===== src/rtl/bmd_pkg.sv =====
package bmd_pkg;
  localparam int BYTE_W = 8;
  localparam int PAGE_W = 8;
  localparam int BUS_W  = PAGE_W + 2 * BYTE_W;
  localparam int WORD_W = 24;

  typedef enum logic [1:0] {
    FMT_W24  = 2'b00,
    FMT_W16  = 2'b01,
    FMT_B_HI = 2'b10,
    FMT_B_LO = 2'b11
  } fmt_e;

  typedef enum logic [2:0] {
    ST_IDLE, ST_FETCH, ST_ARB, ST_BYTE, ST_XFER
  } state_e;

  localparam logic [2:0] SEL_IADDR = 3'd0;
  localparam logic [2:0] SEL_EOFS  = 3'd1;
  localparam logic [2:0] SEL_PAGE  = 3'd2;
  localparam logic [2:0] SEL_CTRL  = 3'd3;
  localparam logic [2:0] SEL_CNT   = 3'd4;

  function automatic logic [1:0] bytes_per_word(fmt_e f);
    case (f)
      FMT_W24: return 2'd3;
      FMT_W16: return 2'd2;
      default: return 2'd1;
    endcase
  endfunction
endpackage


===== src/rtl/bmd_cfg_regs.sv =====
module bmd_cfg_regs import bmd_pkg::*; #(
  parameter int WS_W = 3,
  localparam int CTRL_W = 3 + WS_W
) (
  input  logic              clk_i,
  input  logic              rst_ni,
  input  logic              we_i,
  input  logic [CTRL_W-1:0] wdata_i,
  output logic              dir_o,
  output fmt_e              fmt_o,
  output logic [WS_W-1:0]   ws_o
);
  always_ff @(posedge clk_i or negedge rst_ni) begin
    if (!rst_ni) begin
      dir_o <= 1'b0;
      fmt_o <= FMT_W24;
      ws_o  <= '0;
    end else if (we_i) begin
      dir_o <= wdata_i[0];
      fmt_o <= fmt_e'(wdata_i[2:1]);
      ws_o  <= wdata_i[CTRL_W-1:3];
    end
  end
endmodule


===== src/rtl/bmd_ext_addr.sv =====
module bmd_ext_addr import bmd_pkg::*; #(
  parameter int ADDR_W = 14
) (
  input  logic              clk_i,
  input  logic              rst_ni,
  input  logic              ofs_we_i,
  input  logic              page_we_i,
  input  logic [ADDR_W-1:0] wdata_i,
  input  logic              inc_i,
  output logic [ADDR_W-1:0] ofs_o,
  output logic [PAGE_W-1:0] page_o
);
  always_ff @(posedge clk_i or negedge rst_ni) begin
    if (!rst_ni) begin
      ofs_o  <= '0;
      page_o <= '0;
    end else begin
      if (ofs_we_i)  ofs_o  <= wdata_i;
      if (page_we_i) page_o <= wdata_i[PAGE_W-1:0];
      // page carries out of the offset
      if (inc_i) {page_o, ofs_o} <= {page_o, ofs_o} + 1'b1;
    end
  end
endmodule


===== src/rtl/bmd_word_path.sv =====
module bmd_word_path import bmd_pkg::*; (
  input  logic              clk_i,
  input  logic              rst_ni,
  input  fmt_e              fmt_i,
  input  logic              cap_i,
  input  logic [WORD_W-1:0] word_i,
  input  logic              shift_i,
  input  logic [BYTE_W-1:0] byte_i,
  input  logic [1:0]        idx_i,
  output logic [WORD_W-1:0] load_word_o,
  output logic [BYTE_W-1:0] store_byte_o
);
  logic [WORD_W-1:0] acc_q, buf_q, src;
  logic [1:0]        sh;

  always_ff @(posedge clk_i or negedge rst_ni) begin
    if (!rst_ni) begin
      acc_q <= '0;
      buf_q <= '0;
    end else begin
      if (cap_i)   buf_q <= word_i;
      if (shift_i) acc_q <= {acc_q[WORD_W-BYTE_W-1:0], byte_i};
    end
  end

  always_comb begin
    case (fmt_i)
      FMT_W24:  load_word_o = acc_q;
      FMT_W16:  load_word_o = {8'h00, acc_q[15:0]};
      FMT_B_HI: load_word_o = {8'h00, acc_q[7:0], 8'h00};
      default:  load_word_o = {16'h0000, acc_q[7:0]};
    endcase
  end

  // right-align the store source, then pick byte counted from the top
  always_comb begin
    src = (fmt_i == FMT_B_HI) ? {8'h00, buf_q[WORD_W-1:BYTE_W]} : buf_q;
    sh  = bytes_per_word(fmt_i) - 2'd1 - idx_i;
    case (sh)
      2'd0:    store_byte_o = src[7:0];
      2'd1:    store_byte_o = src[15:8];
      default: store_byte_o = src[23:16];
    endcase
  end
endmodule


===== src/rtl/bmd_seq.sv =====
module bmd_seq import bmd_pkg::*; #(
  parameter int IADDR_W = 14,
  parameter int CNT_W   = 14,
  parameter int WS_W    = 3
) (
  input  logic               clk_i,
  input  logic               rst_ni,
  input  logic               start_i,
  input  logic [CNT_W-1:0]   cnt_i,
  input  logic               iaddr_we_i,
  input  logic [IADDR_W-1:0] iaddr_i,
  input  logic               dir_i,
  input  fmt_e               fmt_i,
  input  logic [WS_W-1:0]    ws_i,
  input  logic               ext_req_i,
  output state_e             state_o,
  output logic [IADDR_W-1:0] iaddr_o,
  output logic [CNT_W-1:0]   count_o,
  output logic [1:0]         idx_o,
  output logic               byte_end_o,
  output logic               irq_o
);
  state_e            state_q, after_word;
  logic [WS_W-1:0]   wait_q;
  logic              last_byte, finish;

  assign state_o = state_q;

  always_comb begin
    byte_end_o = (state_q == ST_BYTE) && (wait_q == '0);
    last_byte  = (idx_o == bytes_per_word(fmt_i) - 2'd1);
    finish     = (state_q == ST_XFER) || (byte_end_o && last_byte && dir_i);
    if (count_o == CNT_W'(1)) after_word = ST_IDLE;
    else                      after_word = dir_i ? ST_FETCH : ST_ARB;
  end

  always_ff @(posedge clk_i or negedge rst_ni) begin
    if (!rst_ni) begin
      state_q <= ST_IDLE;
      wait_q  <= '0;
      idx_o   <= '0;
      iaddr_o <= '0;
      count_o <= '0;
      irq_o   <= 1'b0;
    end else begin
      irq_o <= 1'b0;
      if (iaddr_we_i) iaddr_o <= iaddr_i;
      if (finish) begin
        count_o <= count_o - 1'b1;
        iaddr_o <= iaddr_o + 1'b1;
        if (count_o == CNT_W'(1)) irq_o <= 1'b1;
      end
      case (state_q)
        ST_IDLE: if (start_i) begin
          count_o <= cnt_i;
          idx_o   <= '0;
          state_q <= dir_i ? ST_FETCH : ST_ARB;
        end
        ST_FETCH: state_q <= ST_ARB;
        ST_ARB: if (!ext_req_i) begin
          state_q <= ST_BYTE;
          wait_q  <= ws_i;
        end
        ST_BYTE: begin
          if (wait_q != '0) wait_q <= wait_q - 1'b1;
          else if (!last_byte) begin
            idx_o   <= idx_o + 1'b1;
            state_q <= ST_ARB;
          end else begin
            idx_o   <= '0;
            state_q <= dir_i ? after_word : ST_XFER;
          end
        end
        ST_XFER: state_q <= after_word;
        default: state_q <= ST_IDLE;
      endcase
    end
  end
endmodule


===== src/rtl/bytemem_dma.sv =====
module bytemem_dma import bmd_pkg::*; #(
  parameter int ADDR_W  = 14,
  parameter int IADDR_W = 14,
  parameter int WS_W    = 3,
  localparam int CNT_W  = ADDR_W,
  localparam int CTRL_W = 3 + WS_W
) (
  input  logic               clk_i,
  input  logic               rst_ni,
  input  logic               cfg_we_i,
  input  logic [2:0]         cfg_sel_i,
  input  logic [ADDR_W-1:0]  cfg_wdata_i,
  input  logic               ext_req_i,
  output logic               bm_sel_o,
  output logic               bm_rd_o,
  output logic               bm_wr_o,
  output logic [ADDR_W-1:0]  bm_addr_o,
  output logic [BUS_W-1:0]   bm_data_o,
  input  logic [BYTE_W-1:0]  bm_din_i,
  output logic               mem_req_o,
  output logic               mem_we_o,
  output logic               mem_prog_o,
  output logic [IADDR_W-1:0] mem_addr_o,
  output logic [WORD_W-1:0]  mem_wdata_o,
  input  logic [WORD_W-1:0]  mem_rdata_i,
  output logic               busy_o,
  output logic [CNT_W-1:0]   word_count_o,
  output logic               irq_o
);
  logic               we_ok, start, dir;
  fmt_e               fmt;
  logic [WS_W-1:0]    ws;
  state_e             state;
  logic [IADDR_W-1:0] iaddr;
  logic [1:0]         idx;
  logic               byte_end, in_byte, fetch, xfer;
  logic [ADDR_W-1:0]  ofs;
  logic [PAGE_W-1:0]  page;
  logic [WORD_W-1:0]  load_word;
  logic [BYTE_W-1:0]  store_byte;

  assign busy_o  = (state != ST_IDLE);
  assign we_ok   = cfg_we_i && !busy_o;
  assign start   = we_ok && (cfg_sel_i == SEL_CNT) && (cfg_wdata_i != '0);
  assign in_byte = (state == ST_BYTE);
  assign fetch   = (state == ST_FETCH);
  assign xfer    = (state == ST_XFER);

  bmd_cfg_regs #(.WS_W(WS_W)) u_cfg (
    .clk_i, .rst_ni,
    .we_i    (we_ok && cfg_sel_i == SEL_CTRL),
    .wdata_i (cfg_wdata_i[CTRL_W-1:0]),
    .dir_o   (dir), .fmt_o (fmt), .ws_o (ws)
  );

  bmd_ext_addr #(.ADDR_W(ADDR_W)) u_ext (
    .clk_i, .rst_ni,
    .ofs_we_i  (we_ok && cfg_sel_i == SEL_EOFS),
    .page_we_i (we_ok && cfg_sel_i == SEL_PAGE),
    .wdata_i   (cfg_wdata_i),
    .inc_i     (byte_end),
    .ofs_o     (ofs), .page_o (page)
  );

  bmd_seq #(.IADDR_W(IADDR_W), .CNT_W(CNT_W), .WS_W(WS_W)) u_seq (
    .clk_i, .rst_ni,
    .start_i    (start),
    .cnt_i      (cfg_wdata_i[CNT_W-1:0]),
    .iaddr_we_i (we_ok && cfg_sel_i == SEL_IADDR),
    .iaddr_i    (cfg_wdata_i[IADDR_W-1:0]),
    .dir_i      (dir), .fmt_i (fmt), .ws_i (ws),
    .ext_req_i,
    .state_o    (state), .iaddr_o (iaddr), .count_o (word_count_o),
    .idx_o      (idx), .byte_end_o (byte_end), .irq_o
  );

  bmd_word_path u_path (
    .clk_i, .rst_ni,
    .fmt_i        (fmt),
    .cap_i        (fetch),
    .word_i       (mem_rdata_i),
    .shift_i      (byte_end && !dir),
    .byte_i       (bm_din_i),
    .idx_i        (idx),
    .load_word_o  (load_word),
    .store_byte_o (store_byte)
  );

  assign bm_sel_o    = in_byte;
  assign bm_rd_o     = in_byte && !dir;
  assign bm_wr_o     = in_byte && dir;
  assign bm_addr_o   = in_byte ? ofs : '0;
  assign bm_data_o   = in_byte ? {page, (dir ? store_byte : 8'h00), 8'h00} : '0;
  assign mem_req_o   = fetch || xfer;
  assign mem_we_o    = xfer;
  assign mem_prog_o  = (fetch || xfer) && (fmt == FMT_W24);
  assign mem_addr_o  = (fetch || xfer) ? iaddr : '0;
  assign mem_wdata_o = xfer ? load_word : '0;
endmodule


===== config.mk =====
export PLATFORM = sky130hd
export DESIGN_NAME = bytemem_dma
export DESIGN_NICKNAME = d
export VERILOG_FILES = /design/src/rtl/bmd_pkg.sv /design/src/rtl/bmd_cfg_regs.sv /design/src/rtl/bmd_ext_addr.sv /design/src/rtl/bmd_word_path.sv /design/src/rtl/bmd_seq.sv /design/src/rtl/bytemem_dma.sv
export SDC_FILE = /design/constraint.sdc
export NUM_CORES = 1
export LEC_CHECK = 0
export BUFFER_PORTS_ARGS = -buffer_cell sky130_fd_sc_hd__buf_2
export CAP_MARGIN = 20
export CELL_PAD_IN_SITES_DETAIL_PLACEMENT = 1
export CELL_PAD_IN_SITES_GLOBAL_PLACEMENT = 2
export CORE_MARGIN = 5
export CORE_UTILIZATION = 36
export CTS_CLUSTER_SIZE = 28
export DETAILED_ROUTE_END_ITERATION = 12
export HOLD_SLACK_MARGIN = 0.1
export PLACE_DENSITY_LB_ADDON = 0.1
export SLEW_MARGIN = 10
export SYNTH_ARGS = -nofsm -noshare
export SYNTH_HDL_FRONTEND = slang
export SYNTH_SLANG_ARGS = --single-unit

===== constraint.sdc =====
create_clock -name clk_i -period 7.65 [get_ports clk_i]
set_input_delay 0 -clock clk_i [delete_from_list [all_inputs] [get_ports clk_i]]
set_output_delay 0 -clock clk_i [all_outputs]
set_load 0.02 [all_outputs]

==> flow_summary_export.csv, run 1 <==
group,metric,value,unit
placement,dp_hpwl,16200,um
die,row_count,49,
synthesis,synth_area_leaders,"dfrtp_1, mux2_2, and3_1",
outcome,outcome,"finished clean",
clock_tree,clkSinkCount,113,
die,coreArea,18100,sq um
route,drt_first_pass_iters,4,
global_route,antenna_found_initial,1,
sta,max_freq,0.297,GHz
global_route,grt_pass1_vias,6662,
global_route,grt_usage,0.222,
route,ant_nets,0,
worst_setup_path,critPathRequiredTime,7.96,ns
synthesis,ys.flop_type,"dfrtp_1",
clock_tree,clock_tree.buffer_depth,2,
sta,setup_viol,0,
worst_setup_path,start_kind,"register",
worst_hold_path,hold_class,"input pin to register",
synthesis,synth.avg_cell_area,9.24,sq um
sta,slew_headroom,0.295,
sta,final_max_slew_viol_count,0,
route,routed_via_density,5.55,
placement,io_buffers,142,
final_layout,fill_cells,2072,
die,floorplan.initialDensity,0.369,
clock_tree,post_cts.repair.setup_buffers,0,
final_layout,layout-drive-gt1-share,0.276,
synthesis,yosysSeqAreaShare,0.424,
synthesis,synthArstFlopShare,1.00,
pwr,p_clk_frac,0.247,
clock_tree,insertion_delay,0.42,ns
clock_tree,cts_htree_levels,4,
synthesis,synth_area,6670,sq um
die,die_h,146,um
route,wirelength,23600,um
synthesis,yosysMostFrequentCell,"dfrtp_1",
clock_tree,cts_made_buffers,17,
worst_setup_path,arrival,3.68,ns
synthesis,synth_common_cells,"dfrtp_1, nand2_1, nor2_1",
clock_tree,path_clk_slew,0.06,ns
sta,tightest_slew,1.05,ns
placement,gp_congestion,0.851,
worst_setup_path,cp_max_fo,37,
synthesis,synth_cells,721,
worst_setup_path,path_class,"register to register",
global_route,grt_pass1_wl,37700,um
sta,fin_crit_sh,0.441,
clock_tree,cts_root_buf,"clkbuf_16",
pwr,peakVddDrop,0.000193,V
pwr,pwr-share-seq,0.334,
sta,fin_worst_skew,0.00704,ns
pwr,powerDensity,419,nW/um^2
route,drc_errors,0,
global_route,grt_max_degree,64,
route,wire_per_inst,20.7,um
pwr,p_sw,1.51,mW
worst_setup_path,endpoint_kind,"register",
die,io_pins,151,
sta,finalSetupTns,0,ns
synthesis,synth_edf_count,0,
sta,period_minus_slack,3.37,ns
flow_run,cap_viol_max_count,0,
route,first_iter_violations,229,
final_layout,fin_nets,956,
synthesis,ys_types,68,
sta,finalHoldViolations,0,
synthesis,yosys_register_bits,113,
route,vias,6317,
synthesis,yosysTopAreaCellShare,0.424,
die,die_width,146,um
synthesis,yosysTopAreaCell,"dfrtp_1",
clock_tree,cts_tree,"built",
pwr,p_int,2.13,mW
sta,rsz0062_at_grt,"false",
synthesis,yosysWarnings,0,
pwr,p_sw_frac,0.415,
die,die_area,21300,sq um
pwr,p_leak,4.07,nW
global_route,grt-ovfl-total,0,
final_layout,fin_util,0.479,
pwr,combPwrFrac,0.419,
final_layout,syn_to_final_growth,30.1,%
[power groups by stage]
| stage | combinational, mW | sequential [mW] | clock [mW] |
|---|---|---|---|
| floorplan | 1.11 | 1.11 | 0 |
| global placement | 1.45 | 1.19 | 0 |
| detailed placement | 1.50 | 1.21 | 0 |
| CTS | 1.54 | 1.21 | 0.912 |
| global route | 1.69 | 1.26 | 0.941 |
| finish | 1.53 | 1.21 | 0.898 |
[through the flow]
step	area, sq um	std cells	hold WS (ns)	total power, mW	worst slack (ns)
after global placement	7480	1052	0.0877	2.64	4.24
final	8670	1138	0.119	3.64	4.28
after global routing	8670	1138	0.152	3.89	3.97
after detailed placement	7490	1053	0.0922	2.72	4.02
after floorplan	6690	728	-0.296	2.22	4.86
after CTS	8660	1136	0.113	3.66	3.98
[layer usage]
| layer | wire length, um | global-route usage | vias up | part of all wire |
|---|---|---|---|---|
| li1 | - | - | 2959 | - |
| met1 | 10500 | 0.285 | 3182 | 0.44 |
| met2 | 11500 | 0.366 | 152 | 0.49 |
| met3 | 1300 | 0.0638 | 24 | 0.055 |
| met4 | 346 | 0.0630 | 0 | 0.015 |
| met5 | 0 | 0 | - | 0 |
[cells in the final DEF (no fill, tap or decap), types with 21 or more instances in the layout]
cell and count:
nor2_1 67, dfrtp_1 113, nand2_1 82, dlygate4sd3_1 52, nor2b_1 21, buf_2 141, nand3_1 30, mux2_2 56
a21oi_1 34, and3_1 51
[state kept, by name, summed over array words and instances (netlist names), 2 cells and up]
register / count
u_path.acc_q: 24
u_path.buf_q: 24
u_ext.ofs_o: 14
u_seq.count_o: 14
u_seq.iaddr_o: 14
u_ext.page_o: 8
u_cfg.ws_o: 3
u_seq.state_o: 3
u_seq.wait_q: 3
u_cfg.fmt_o: 2
u_seq.idx_o: 2
[critical path, stage by stage, from the launching register on]
cell and delay [ns]:
dfrtp_1 0.97, and4b_1 0.84, nand2_1 0.14, o21ai_1 0.84
mux2i_1 0.16, mux2_2 0.30
[path summary, 6_finish.rpt]
path | startpoint | end | slack (ns) | cells past startpoint
worst max-delay path | u_seq.state_o[0] | u_seq.count_o[1] | 4.28 | 5
worst min-delay path | cfg_sel_i[1] | u_ext.ofs_o[0] | 0.12 | 4
worst max register to register | u_seq.state_o[0] | u_seq.count_o[1] | 4.28 | 5
worst min register to register | u_seq.wait_q[1] | u_seq.wait_q[1] | 0.49 | 2
max in group asynchronous | rst_ni | u_path.acc_q[21] | 6.15 | 3
min in group asynchronous | rst_ni | u_path.buf_q[20] | 0.16 | 2
[what timing repair did]
action | in CTS | in global routing
gates resized for setup | 0 | 0
hold buffers | 52 | 0
endpoints found under the hold margin | 141 | 0
[kinds of logic (layout without fill, tap and decap cells)]
kind of cell / after synthesis / after routing / synth area share
AOI/OAI and AO/OA: 138 / 138 / 0.146
and+or+nand+nor: 330 / 330 / 0.263
other: 1 / 9 / 0.000563
buffers and inverters: 70 / 250 / 0.0484
muxes: 59 / 59 / 0.0991
adders and majority gates: 7 / 7 / 0.0131
DFF: 113 / 113 / 0.424
xor gates and xnor gates: 3 / 3 / 0.00601
[area by class of cell]
class	count	area (sq um)	area share
antenna	1	2.50	0.000289
inverter	19	71.3	0.00823
clock inverter	12	214	0.0247
sequential	113	2830	0.326
timing repair buffer	200	1280	0.148
clock buffer	19	433	0.0499
tap	229	287	0.0330
multi-input combinational	545	3550	0.410
Power figures use the tool's default switching activity.
==> run 2, diff against run 1 <==
--- a/config.mk
+++ b/config.mk
@@ -10,7 +10,7 @@
 export CELL_PAD_IN_SITES_DETAIL_PLACEMENT = 1
 export CELL_PAD_IN_SITES_GLOBAL_PLACEMENT = 2
 export CORE_MARGIN = 5
-export CORE_UTILIZATION = 36
+export CORE_UTILIZATION = 33
 export CTS_CLUSTER_SIZE = 28
 export DETAILED_ROUTE_END_ITERATION = 12
 export HOLD_SLACK_MARGIN = 0.1
==> constraint.sdc (replaced) <==
create_clock -name clk_i -period 3.2 [get_ports clk_i]
set_input_delay 0 -clock clk_i [delete_from_list [all_inputs] [get_ports clk_i]]
set_output_delay 0 -clock clk_i [all_outputs]
set_load 0.02 [all_outputs]
==> run 2 against run 1 <==
  * Die area grew 8.5%
  * Clock-buffer cell count shrank 2
  * Register-to-register slack lost 3.7 ns
  * Worst hold slack gained 0.0062 ns
  * Combinational power grew 140%
  * Cell count grew 4.4%
  * Power grew 130%
  * Highest routed layer unchanged
==> flow_summary_export.csv, run 2 (same netlist as run 1, synthesis figures left out) <==
group,metric,value,unit
outcome,outcome,"finished clean",
global_route,grt-busiest-layer,"met2",
route,wire_per_inst,19.2,um
sta,fin_worst_skew,0.0108,ns
global_route,grt_max_degree,114,
global_route,met3_usage,0.0373,
clock_tree,cts_resized,0,
sta,finalSetupTns,0,ns
sta,max_freq,0.357,GHz
die,die_area,23100,sq um
worst_setup_path,r2r_cells,5,
route,drt_first_pass_iters,4,
clock_tree,cts_htree_levels,4,
final_layout,multi_input_area,3550,sq um
die,row_count,52,
final_layout,fin_nets,965,
final_layout,layout-drive-gt1-share,0.290,
placement,dp_hpwl,15900,um
final_layout,top_regs,"u_path.acc_q (24), u_path.buf_q (24)",
route,routed_via_density,5.26,
final_layout,diodes,0,
clock_tree,clkSinkCount,113,
sta,setup_viol,0,
worst_setup_path,critPathLaunch,"u_cfg.fmt_o[1]",
global_route,grt_pass1_vias,6684,
global_route,grt_usage,0.197,
clock_tree,cts_tree,"built",
final_layout,final_common_cell,"buf_2",
global_route,met2_usage,0.332,
final_layout,design_area,8750,sq um
sta,slew_headroom,0.345,
sta,rsz0062_at_grt,"false",
clock_tree,cts_root_buf,"clkbuf_16",
route,ant_nets,0,
worst_hold_path,hold_class,"input pin to register",
global_route,grt-ovfl-total,0,
die,coreArea,20000,sq um
placement,io_buffers,142,
worst_setup_path,arrival,2.80,ns
die,io_pins,151,
route,drc_errors,0,
flow_run,cap_viol_max_count,0,
worst_setup_path,rrSetupSlack,0.60,ns
final_layout,fill_cells,2367,
pwr,powerDensity,971,nW/um^2
worst_setup_path,path_class,"register to primary output",
route,wirelength,22800,um
global_route,met1_usage,0.262,
clock_tree,cts_made_buffers,17,
worst_setup_path,start_kind,"register",
sta,final_max_slew_viol_count,0,
worst_setup_path,reg2reg_from,"u_seq.state_o[0]",
placement,gp_congestion,0.831,
clock_tree,clock_tree.buffer_depth,2,
sta,finalHoldViolations,0,
worst_setup_path,critPathRequiredTime,3.20,ns
global_route,grt_pass1_wl,37000,um
clock_tree,insertion_delay,0.42,ns
die,die_width,152,um
sta,tightest_slew,0.982,ns
worst_hold_path,min_from,"cfg_sel_i[0]",
global_route,antenna_found_initial,0,
worst_setup_path,cp_max_fo,13,
placement,placed_area,7640,sq um
clock_tree,path_clk_slew,0.06,ns
sta,fin_crit_sh,0.876,
die,floorplan.initialDensity,0.333,
die,die_h,152,um
sta,period_minus_slack,2.80,ns
final_layout,final_cell_mix,"buf_2, dfrtp_1, nand2_1, nor2_1, mux2_2",
pwr,p_leak,4.10,nW
final_layout,syn_to_final_growth,31.2,%
worst_hold_path,hold_path_depth,4,
route,vias,6253,
worst_setup_path,endpoint_kind,"primary output",
pwr,peakVddDrop,0.000430,V
route,first_iter_violations,293,
final_layout,regArea,2830,sq um
[run 2: cell count changes in the layout (fill, tap and decap cells not counted), moves of 2 or more]
cell and change:
inv_6 +3, clkbuf_1 -2, bufinv_16 -4, clkinv_2 -4
dlygate4sd3_1 -3, buf_4 +11, clkinv_4 +4, inv_8 +3
[run 2: worst paths after layout]
path                                    endpoint
min in group asynchronous       u_path.buf_q[12]
worst max register to register    u_ext.ofs_o[3]
worst max-delay path               bm_data_o[11]
worst min register to register   u_seq.wait_q[1]
max in group asynchronous        u_ext.page_o[0]
worst min-delay path            u_seq.count_o[6]
[run 2: critical path, cell delays in order, from the launching register on]
cell,delay (ns)
dfrtp_1,0.37
buf_4,0.18
nor2_1,0.29
xnor3_1,0.46
nor2_1,0.56
nand2_1,0.11
a21oi_1,0.20
buf_2,0.20
[run 2: per-stage QoR]
| step | power [mW] | utilization | hold WS (ns) | setup slack, ns | instances |
|---|---|---|---|---|---|
| final | 8.49 | 0.436 | 0.125 | 0.398 | 1188 |
| after global routing | 9.14 | 0.436 | 0.144 | 0.170 | 1188 |
| after CTS | 8.58 | 0.436 | 0.114 | 0.331 | 1187 |
| after detailed placement | 6.53 | 0.381 | 0.159 | 0.620 | 1106 |
| after global placement | 6.40 | 0.381 | 0.154 | 0.736 | 1106 |
| after floorplan | 5.31 | - | -0.296 | 0.411 | 728 |
[run 2: power by group]
part           total (mW)  switching [mW]  internal, mW
registers            2.81           0.697          2.11
logic                3.73            2.15          1.58
clock network        1.95           0.776          1.17
total                8.49            3.63          4.86
[run 2: final cells by class]
type / instances / area share
multi-input combinational: 545 / 0.406
tap: 270 / 0.0386
clock inverter: 15 / 0.0202
sequential: 113 / 0.323
inverter: 19 / 0.00815
timing repair buffer: 209 / 0.155
clock buffer: 17 / 0.0486
[run 2: per-layer routing]
metal  vias up  routed length, um  part of all wire
met1      3107              10300              0.45
met5         -                  0                 0
met3        18               1090             0.048
met4         0                295             0.013
li1       2995                  -                 -
met2       133              11100              0.49
[run 2: repair_timing]
action,CTS,global route
hold buffers,49,0
hold endpoints to repair,203,0
setup buffers,0,0
